**src/rtl/ras_pkg.sv**
```systemverilog
package ras_pkg;

  typedef enum logic [1:0] {
    OP_HOLD = 2'd0,
    OP_PUSH = 2'd1,
    OP_POP  = 2'd2,
    OP_SWAP = 2'd3
  } ras_op_e;

endpackage

```
**src/rtl/ras_op_decode.sv**
```systemverilog
module ras_op_decode
  import ras_pkg::*;
(
  input  logic    push_i,
  input  logic    pop_i,
  output ras_op_e op_o
);

  always_comb begin
    unique case ({push_i, pop_i})
      2'b10:   op_o = OP_PUSH;
      2'b01:   op_o = OP_POP;
      2'b11:   op_o = OP_SWAP;
      default: op_o = OP_HOLD;
    endcase
  end

endmodule

```
**src/rtl/ras_level.sv**
```systemverilog
module ras_level
  import ras_pkg::*;
#(
  parameter int unsigned ADDR_W = 9,
  parameter bit          IS_TOP = 1'b0
) (
  input  logic              clk_i,
  input  logic              rst_ni,
  input  ras_op_e           op_i,
  input  logic [ADDR_W-1:0] from_shallow_i, // top level: the pushed address
  input  logic [ADDR_W-1:0] from_deep_i,    // bottom level: its own content
  output logic [ADDR_W-1:0] q_o
);

  logic [ADDR_W-1:0] d;

  always_comb begin
    unique case (op_i)
      OP_PUSH: d = from_shallow_i;
      OP_POP:  d = from_deep_i;
      OP_SWAP: d = IS_TOP ? from_shallow_i : q_o;
      default: d = q_o;
    endcase
  end

  always_ff @(posedge clk_i or negedge rst_ni) begin
    if (!rst_ni) q_o <= '0;
    else         q_o <= d;
  end

endmodule

```
**src/rtl/ras_stack.sv**
```systemverilog
module ras_stack
  import ras_pkg::*;
#(
  parameter int unsigned DEPTH  = 3,
  parameter int unsigned ADDR_W = 9
) (
  input  logic              clk_i,
  input  logic              rst_ni,
  input  logic              push_i,
  input  logic [ADDR_W-1:0] push_addr_i,
  input  logic              pop_i,
  output logic [ADDR_W-1:0] pop_addr_o
);

  localparam int unsigned LAST = DEPTH - 1;

  ras_op_e                      op;
  logic [DEPTH-1:0][ADDR_W-1:0] lvl_q;

  ras_op_decode u_dec (
    .push_i (push_i),
    .pop_i  (pop_i),
    .op_o   (op)
  );

  for (genvar g = 0; g < DEPTH; g++) begin : g_lvl
    logic [ADDR_W-1:0] shallow, deep;
    if (g == 0) begin : g_top
      assign shallow = push_addr_i;
    end else begin : g_mid_s
      assign shallow = lvl_q[g-1];
    end
    if (g == LAST) begin : g_bot
      assign deep = lvl_q[g]; // bottom holds on pop
    end else begin : g_mid_d
      assign deep = lvl_q[g+1];
    end

    ras_level #(
      .ADDR_W (ADDR_W),
      .IS_TOP (g == 0)
    ) u_level (
      .clk_i          (clk_i),
      .rst_ni         (rst_ni),
      .op_i           (op),
      .from_shallow_i (shallow),
      .from_deep_i    (deep),
      .q_o            (lvl_q[g])
    );
  end

  assign pop_addr_o = lvl_q[0];

endmodule

```
**config.mk**
```make
export PLATFORM = sky130hd
export DESIGN_NAME = ras_stack
export DESIGN_NICKNAME = d
export VERILOG_FILES = /design/src/rtl/ras_pkg.sv /design/src/rtl/ras_op_decode.sv /design/src/rtl/ras_level.sv /design/src/rtl/ras_stack.sv
export SDC_FILE = /design/constraint.sdc
export NUM_CORES = 1
export LEC_CHECK = 0
export BUFFER_PORTS_ARGS = -buffer_cell sky130_fd_sc_hd__buf_2
export CAP_MARGIN = 20
export CORE_MARGIN = 2
export CORE_UTILIZATION = 40
export CTS_CLUSTER_DIAMETER = 150
export DETAILED_ROUTE_END_ITERATION = 8
export GPL_ROUTABILITY_DRIVEN = 0
export REMOVE_ABC_BUFFERS = 1
export SLEW_MARGIN = 20
export SYNTH_ARGS = -nofsm -noshare
export SYNTH_HDL_FRONTEND = slang
export SYNTH_SLANG_ARGS = --single-unit
```
**constraint.sdc**
```tcl
create_clock -name clk_i -period 1 [get_ports clk_i]
set_input_delay 0.05 -clock clk_i [delete_from_list [all_inputs] [get_ports clk_i]]
set_output_delay 0.05 -clock clk_i [all_outputs]
set_load 0.05 [all_outputs]
```
# Word-level counts from Yosys, hierarchy flattened
# Index checks and enable logic that the tools add are counted.
# Widths: inputs -> output; s select.
# totals
in_bits	13
regBits	27
wordCells	15
out_inout_bits	9
# op_classes
eq_ne	6
reduce_logical	3
mux	3
# ops
operator	n
$pmux 9 s2	2
$eq 2x2->1 const B	4
$pmux 2 s3	1
$eq 2x1->1 const B	2
$reduce_bool 2->1	2
$reduce_or 2->1	1

# Logic depth before layout (Yosys ltp)
# Gate-level depths: netlist of run 1.
# depth
word_depth	5
mapped_depth	6
mapped_depth_nobuf	4

# Cells and area by module
# From an unflattened synthesis of run 1, not the netlist that was laid out.
# unflattened
hier_cells	123
hier_area_um2	1335.0
# modules_own_cells
module	cells_each	area_per_inst_um2	seq_area_each_um2	n_inst
ras_level (g_lvl[1].u_level ...)	41	447.9	225.2	2
ras_level (g_lvl[0].u_level)	39	431.7	225.2	1
ras_op_decode	2	7.5	0.0	1

# Worst setup path after synthesis of run 1
# OpenSTA, ideal clock, no wires.
# synth_timing
kind	input to register
start	in push_i
end	reg g_lvl[0].u_level.q_o[7]
setup_slack_ps	-107
path_buffers	1
arrival_ps	1003
setup_time_ps	104
stages	5
required_time_ps	896
path_cell_list	inv_1 > ha_1 > buf_6 > or4b_1 > o311ai_1
# synth_via
elab_chain_cells	5
word_cells_on_any_way	10
cone_classes	eq/ne: 6; mux: 2; reduce/logical: 2
# synth_rtl
element	line_no	source
from (decl)	ras_stack.sv:9	input logic push_i,
$eq 2x2->1 or $eq 2x1->1 (tied branches)	ras_op_decode.sv:10	unique case ({push_i, pop_i})
$pmux 2 s3 *	ras_op_decode.sv:10	
$eq 2x1->1 or $eq 2x2->1 (tied branches)	ras_level.sv:18	unique case (op_i)
$reduce_or 2->1 (no source line)	-	
$pmux 9 s2 or $reduce_bool 2->1 (tied branches)	-	
to (signal assigned)	ras_level.sv:27	if (!rst_ni) q_o <= '0;
to (signal assigned)	ras_level.sv:28	else q_o <= d;
to (decl)	ras_level.sv:12	output logic [ADDR_W-1:0] q_o
# Every way passes the cells marked *; elsewhere a longest branch is shown, timed or not.
# A chain may end at the register's enable or synchronous reset.

# Worst setup path in the final report of run 1
# layout_timing
start	reg g_lvl[1].u_level.q_o[6]
end	reg g_lvl[0].u_level.q_o[6]
# layout_via
elab_chain_cells	1
# layout_rtl
element	line_no
from (decl)	ras_level.sv:12
from (signal assigned)	ras_level.sv:27
from (signal assigned)	ras_level.sv:28
$pmux 9 s2	ras_level.sv:18
# Every way passes these cells.

==> impl_metrics.yaml, run 1 <==
run_status:
  outcome: "finished, violations left"
  failed_checks: "negative setup slack"
drt:
  wire_per_inst_um: 14.65
  firstDrtPassIters: 4
  drc_errors: 0
  vias: 1095
  drtIter0Drc: 30
  ant_nets: 0
  via_per_inst: 4.867
  routed_wl_mm: 3.296
floorplanning:
  die_w_um: 60.65
  design.die.area_sq_um: 3678
  fp-row-count: 20
  ios: 22
  coreArea_sq_um: 3053
  start_util: 0.4205
  die_height_um: 60.65
worst_setup_path:
  reg2reg_to: "g_lvl[0].u_level.q_o[6]$_DFFE_PN0P_"
  critPathCapture: "g_lvl[0].u_level.q_o[6]$_DFFE_PN0P_"
  crit_arrival_ps: 1290
  slowest_delay_ps: 490
  worst_setup_path_start_kind: "flop"
  worstSetupPathType: "reg -> reg"
  crit_slowest_cell: "or4b_4"
  rr_worst_depth: 2
  path_cells: "or4b_4 -> o311ai_4"
  startpoint: "g_lvl[1].u_level.q_o[6]$_DFFE_PN0P_"
  cp_max_fo: 3
  cp.required_ps: 1240
  crit_path_end_kind: "flop"
  reg2reg_from: "g_lvl[1].u_level.q_o[6]$_DFFE_PN0P_"
  reg2reg_slack_ps: -50
clocking:
  clk_path_buf_depth: 2
  cts.sinks: 27
  cts-buffers-inserted: 3
  cts_tree: "yes"
  htreeDepth: 1
  cts_root_buf: "clkbuf_4"
  clkTransAtPathRegs_ps: 150
  clock_latency_ps: 330
layout:
  regMostFlops: "g_lvl.u_level.q_o"
  final_cell_mix: "buf_4 (41), dfrtp_1 (27), buf_2 (12), inv_1 (11)"
  largest_reg_flops: 27
  drive_gt1_frac: 0.4696
  layout-area-overhead-vs-synth_pct: 53.41
  final_common_cell: "buf_4"
  antenna_cells: 0
  stdcell_area_sq_um: 1969
  layout.nets: 199
  top_regs: "g_lvl.u_level.q_o (27)"
  fill_cells: 251
grt:
  grtUsageMet1: 0.2584
  grtUsageMet2: 0.3149
  grt_pass1_wl_mm: 5.050
  grt_max_degree: 16
  grt_overflow: 0
  grt_pass1_vias: 1067
  met3_usage: 0.01279
  antenna_found_initial: 0
  grt.total_usage: 0.1880
  top_usage_layer: "met2"
synthesis:
  synth_xor_area_frac: 0
  synth_top_family_by_area: "multiplexers"
  synth_area_per_cell_sq_um: 11.46
  yosys_warnings: 0
  synthSimpleGateAreaFrac: 0.1277
  synth_compound_area_frac: 0.09649
  synthCells: 112
  yosys.area_share.adder: 0.03899
  ys_types: 15
  seq_area_frac_synth: 0.5263
  ys_seq_elements: 27
  syn_area_sq_um: 1284
  synthMuxAreaShare: 0.1491
power:
  p_per_area_nw_per_um2: 1819
  pwr-share-comb: 0.422
  peakVddDrop_v: 0.0007538
  p_leak_uw: 0.0009412
  swShare: 0.3449
  intPower_uw: 2347
  power.share.sequential: 0.442
  clock_power_share: 0.136
  switchingPower_uw: 1236
  design_power_total_uw: 3583
timing:
  tightest_slew_ps: 405.0
  rsz0062_at_grt: "yes"
  setup_ws_ps: -50.49
  fin_skew_ps: 4.257
  tns_ps: -139.5
  fmax_mhz: 951.9
  hold_slack_ps: 68.65
  hold_viol: 0
  drv_slew: 0
  period_minus_slack_ps: 1050
  period_share: 1.050
  slew_headroom: 0.7300
  setup_violations: 6
placement:
  placed_area_sq_um: 1592
  port_buffers: 21
  dp_hpwl_mm: 2.060
  dp_slack_ps: -312.6
job:
  drv_cap: 0
min_path:
  hp-class: "in -> reg"
==> per-layer routing <==
metal,share of wire,vias up
li1,-,541
met1,0.46,529
met2,0.51,18
met3,0.019,7
met4,0.016,0
met5,0,-
==> metrics by stage <==
stage	instances	utilization
3_5_place_dp	194	0.5213
3_3_place_gp	194	0.5213
2_1_floorplan	106	-
4_1_cts	219	0.6016
6_report	225	0.6451
5_1_grt	225	0.6451
==> cells in the mapped netlist <==
master    count  area share
a21oi_1       9       0.035
buf_1         1      0.0029
buf_2         3       0.012
buf_4         1      0.0059
buf_6         1      0.0088
dfrtp_1      27        0.53
ha_1          4       0.039
inv_1        11       0.032
mux2_2        9       0.079
mux2i_1       9       0.070
nand2_1       9       0.026
nor2_1        9       0.026
nor2_2        1      0.0049
o311ai_1      9       0.061
or4b_1        9       0.070
==> cells by family after synthesis <==
family | count (synthesis)
and+or+nand+nor | 28
DFF | 27
AOI/OAI and AO/OA | 18
muxes | 18
buffers and inverters | 17
adders and majority gates | 4
==> power groups by stage <==
stage                     registers, uW  logic, uW  clock network (uW)
after floorplan                    1830        440                   0
after global placement             1600        979                   0
after detailed placement           1620       1010                   0
after CTS                          1570       1300                 497
after global routing               1620       1610                 539
final                              1580       1510                 489
==> worst min-delay path by stage <==
stage / startpoint / end / slack (ps) / cells after the start
6_report: push_addr_i[6] / g_lvl[0].u_level.q_o[6]$_DFFE_PN0P_ / 70 / 3
5_1_grt: push_addr_i[6] / g_lvl[0].u_level.q_o[6]$_DFFE_PN0P_ / 50 / 3
4_1_cts: push_addr_i[6] / g_lvl[0].u_level.q_o[6]$_DFFE_PN0P_ / 30 / 3
3_5_place_dp: rst_ni / g_lvl[0].u_level.q_o[4]$_DFFE_PN0P_ / -10 / 1
3_3_place_gp: rst_ni / g_lvl[0].u_level.q_o[4]$_DFFE_PN0P_ / -30 / 1
2_1_floorplan: rst_ni / g_lvl[0].u_level.q_o[0]$_DFFE_PN0P_ / -250 / 0
==> cell type report <==
type / instances / area (sq um) / share of cell area
well taps: 44 / 55.05 / 0.02795
flip-flops and latches: 27 / 675.6 / 0.3431
multi-input cells: 68 / 601.8 / 0.3056
repair buffers: 71 / 568.0 / 0.2884
clock buffers: 3 / 22.52 / 0.01144
clock inverters: 1 / 5.005 / 0.002541
inverters: 11 / 41.29 / 0.02097
==> critical path, delay by kind of cell (launching register included) <==
kind / cells / cell delay [ps]
AND/OR/NAND/NOR: 1 / 490
flip-flops: 1 / 400
AO/OA/AOI/OAI: 1 / 80
==> what timing repair did <==
action,CTS,global route
buffers inserted,12,6
endpoints found under the hold margin,35,0
resized for setup,12,16
hold buffers,9,0
setup endpoints to repair,17,17
pin swaps,0,0
Note: power is estimated with default switching activity, not from simulation.
==> run 2: changes to the inputs <==
ABC_AREA = 1   (was not set)
clock period = 1.4 ns   (was 1 ns; I/O delays follow)
==> impl_metrics.yaml, run 2 <==
run_status:
  outcome: "complete, no violations"
drt:
  drtIter0Drc: 50
  firstDrtPassIters: 4
  wire_per_inst_um: 12.20
  ant_nets: 0
  via_per_inst: 4.620
  drc_errors: 0
  routed_wl_mm: 2.793
  vias: 1058
clocking:
  cts_tree: "yes"
  cts_resized: 0
  clk_path_buf_depth: 2
  cts.sinks: 27
  cts_root_buf: "clkbuf_4"
  cts-buffers-inserted: 3
  clock_latency_ps: 330
  clkTransAtPathRegs_ps: 160
  htreeDepth: 1
synthesis:
  synth_area_per_cell_sq_um: 8.067
  synth_commonest_cells: "nand2_1 (63), dfrtp_1 (27), inv_1 (21)"
  yosys_warnings: 0
  synth_top_family_by_area: "simple AND/OR/NAND/NOR gates"
  synth_compound_area_frac: 0.08092
  asyncSetResetFlopFracSynth: 1.000
  synthMuxAreaShare: 0
  synth-main-ff-cell: "dfrtp_1"
  synth-edff-count: 0
  synthSimpleGateAreaFrac: 0.2601
  ys_seq_elements: 27
  yosys.area_share.adder: 0.03854
  seq_area_frac_synth: 0.5202
  yosys.area.top_type: "dfrtp_1"
  syn_area_sq_um: 1299
  synth_most_common_cell: "nand2_1"
  synth_area_leaders: "dfrtp_1 (52%), nand2_1 (18%), inv_1 (6.1%)"
  ys_types: 15
  synth_top_area_frac: 0.5202
  synth_xor_area_frac: 0
  synthCells: 161
worst_setup_path:
  reg2reg_from: "g_lvl[1].u_level.q_o[3]$_DFFE_PN0P_"
  rr_worst_depth: 4
  crit_path_end_kind: "output pin"
  critPathBufInv: 1
  slowest_delay_ps: 420
  worstSetupPathType: "reg -> out"
  worst_setup_path_start_kind: "flop"
  reg2reg_slack_ps: 620
  startpoint: "g_lvl[0].u_level.q_o[8]$_DFFE_PN0P_"
  cp_top_family: "flip-flops"
  cp.depth: 1
  crit_slowest_cell: "dfrtp_1"
  path_cells: "buf_2"
  crit_arrival_ps: 1030
  cp_max_fo: 3
  reg2reg_to: "g_lvl[0].u_level.q_o[3]$_DFFE_PN0P_"
  cp.required_ps: 1330
placement:
  port_buffers: 21
  dp_hpwl_mm: 1.992
  place_inst: 224
floorplanning:
  ios: 22
  die_height_um: 60.98
  start_util: 0.4220
  coreArea_sq_um: 3078
  fp-row-count: 20
  die_w_um: 60.98
  design.die.area_sq_um: 3719
timing:
  hold_slack_ps: 17.71
  tns_ps: 0
  drv_slew: 0
  fin_skew_ps: 17.42
  rsz0062_at_grt: "no"
  setup_violations: 0
  tightest_slew_ps: 588.1
  period_minus_slack_ps: 1099
  period_share: 0.7852
  hold_viol: 0
  fmax_mhz: 909.6
  slew_headroom: 0.6079
layout:
  regMostFlops: "g_lvl.u_level.q_o"
  final_common_cell: "nand2_1"
  stdcell_count: 229
  multi_input_comb_area_sq_um: 493.0
  fin_util: 0.4813
  fill_cells: 290
  largest_reg_flops: 27
  final_cell_mix: "nand2_1 (63), dfrtp_1 (27), inv_1 (21), buf_2 (21)"
  layout-area-overhead-vs-synth_pct: 14.07
  layout.nets: 203
  antenna_cells: 0
  top_regs: "g_lvl.u_level.q_o (27)"
  drive_gt1_frac: 0.1838
  ff_latch_area_sq_um: 675.6
min_path:
  hp-class: "in -> reg"
  min_path_cells: 5
  hold_start: "push_addr_i[2]"
  whs_endpoint: "g_lvl[0].u_level.q_o[2]$_DFFE_PN0P_"
grt:
  antenna_found_initial: 0
  grt_pass1_vias: 953
  grt_overflow: 0
  grt_pass1_wl_mm: 4.554
  grt_max_degree: 28
  grt.total_usage: 0.1711
job:
  drv_cap: 0
power:
  p_per_area_nw_per_um2: 1327
  p_leak_uw: 0.0008089
  peakVddDrop_v: 0.0006646
==> run 2: power by group <==
part           total, uW  internal, uW  switching (uW)
clock network        347           109             237
logic                577           175             402
registers           1040           940             102
==> run 2: worst max-delay path by stage <==
stage                                     endpoint
6_report                             pop_addr_o[8]
5_1_grt                              pop_addr_o[1]
3_3_place_gp   g_lvl[1].u_level.q_o[3]$_DFFE_PN0P_
4_1_cts                              pop_addr_o[1]
2_1_floorplan  g_lvl[1].u_level.q_o[0]$_DFFE_PN0P_
3_5_place_dp   g_lvl[1].u_level.q_o[1]$_DFFE_PN0P_
==> run 2: per-stage QoR <==
| step | area [sq um] | power [uW] | setup slack (ps) |
|---|---|---|---|
| final | 1481 | 1966 | 300.7 |
| after global routing | 1481 | 2099 | 244.1 |
| after CTS | 1481 | 1985 | 292.2 |
| after detailed placement | 1441 | 1640 | 283.1 |
| after global placement | 1441 | 1623 | 336.4 |
| after floorplan | 1259 | 1461 | 483.2 |
==> run 2: cell type report <==
type | instances | area share
clock inverters | 1 | 0.005068
clock buffers | 3 | 0.01520
repair buffers | 25 | 0.09291
inverters | 24 | 0.06081
well taps | 44 | 0.03716
flip-flops and latches | 27 | 0.4561
multi-input cells | 105 | 0.3328
==> run 2: logic make-up after synthesis <==
family | count (synthesis)
adder cells (fa/ha/maj) | 4
AO/OA/AOI/OAI | 18
buffers and inverters | 29
AND/OR/NAND/NOR | 83
flip-flops | 27
==> run 2: what timing repair did <==
action                                 in CTS  in global routing
setup buffers                               0                  0
hold buffers                                1                  0
endpoints found under the hold margin      27                  0
==> run 2: worst min-delay path, delay by kind of cell <==
kind | cells | cell delay [ps]
and+or+nand+nor | 3 | 160
buffers and inverters | 2 | 110
==> run 2: routing by layer <==
layer  GRT usage  routed length, um
met5           0                  0
met4     0.05590                 46
met3     0.02559                128
met2      0.2719               1291
met1      0.2418               1327
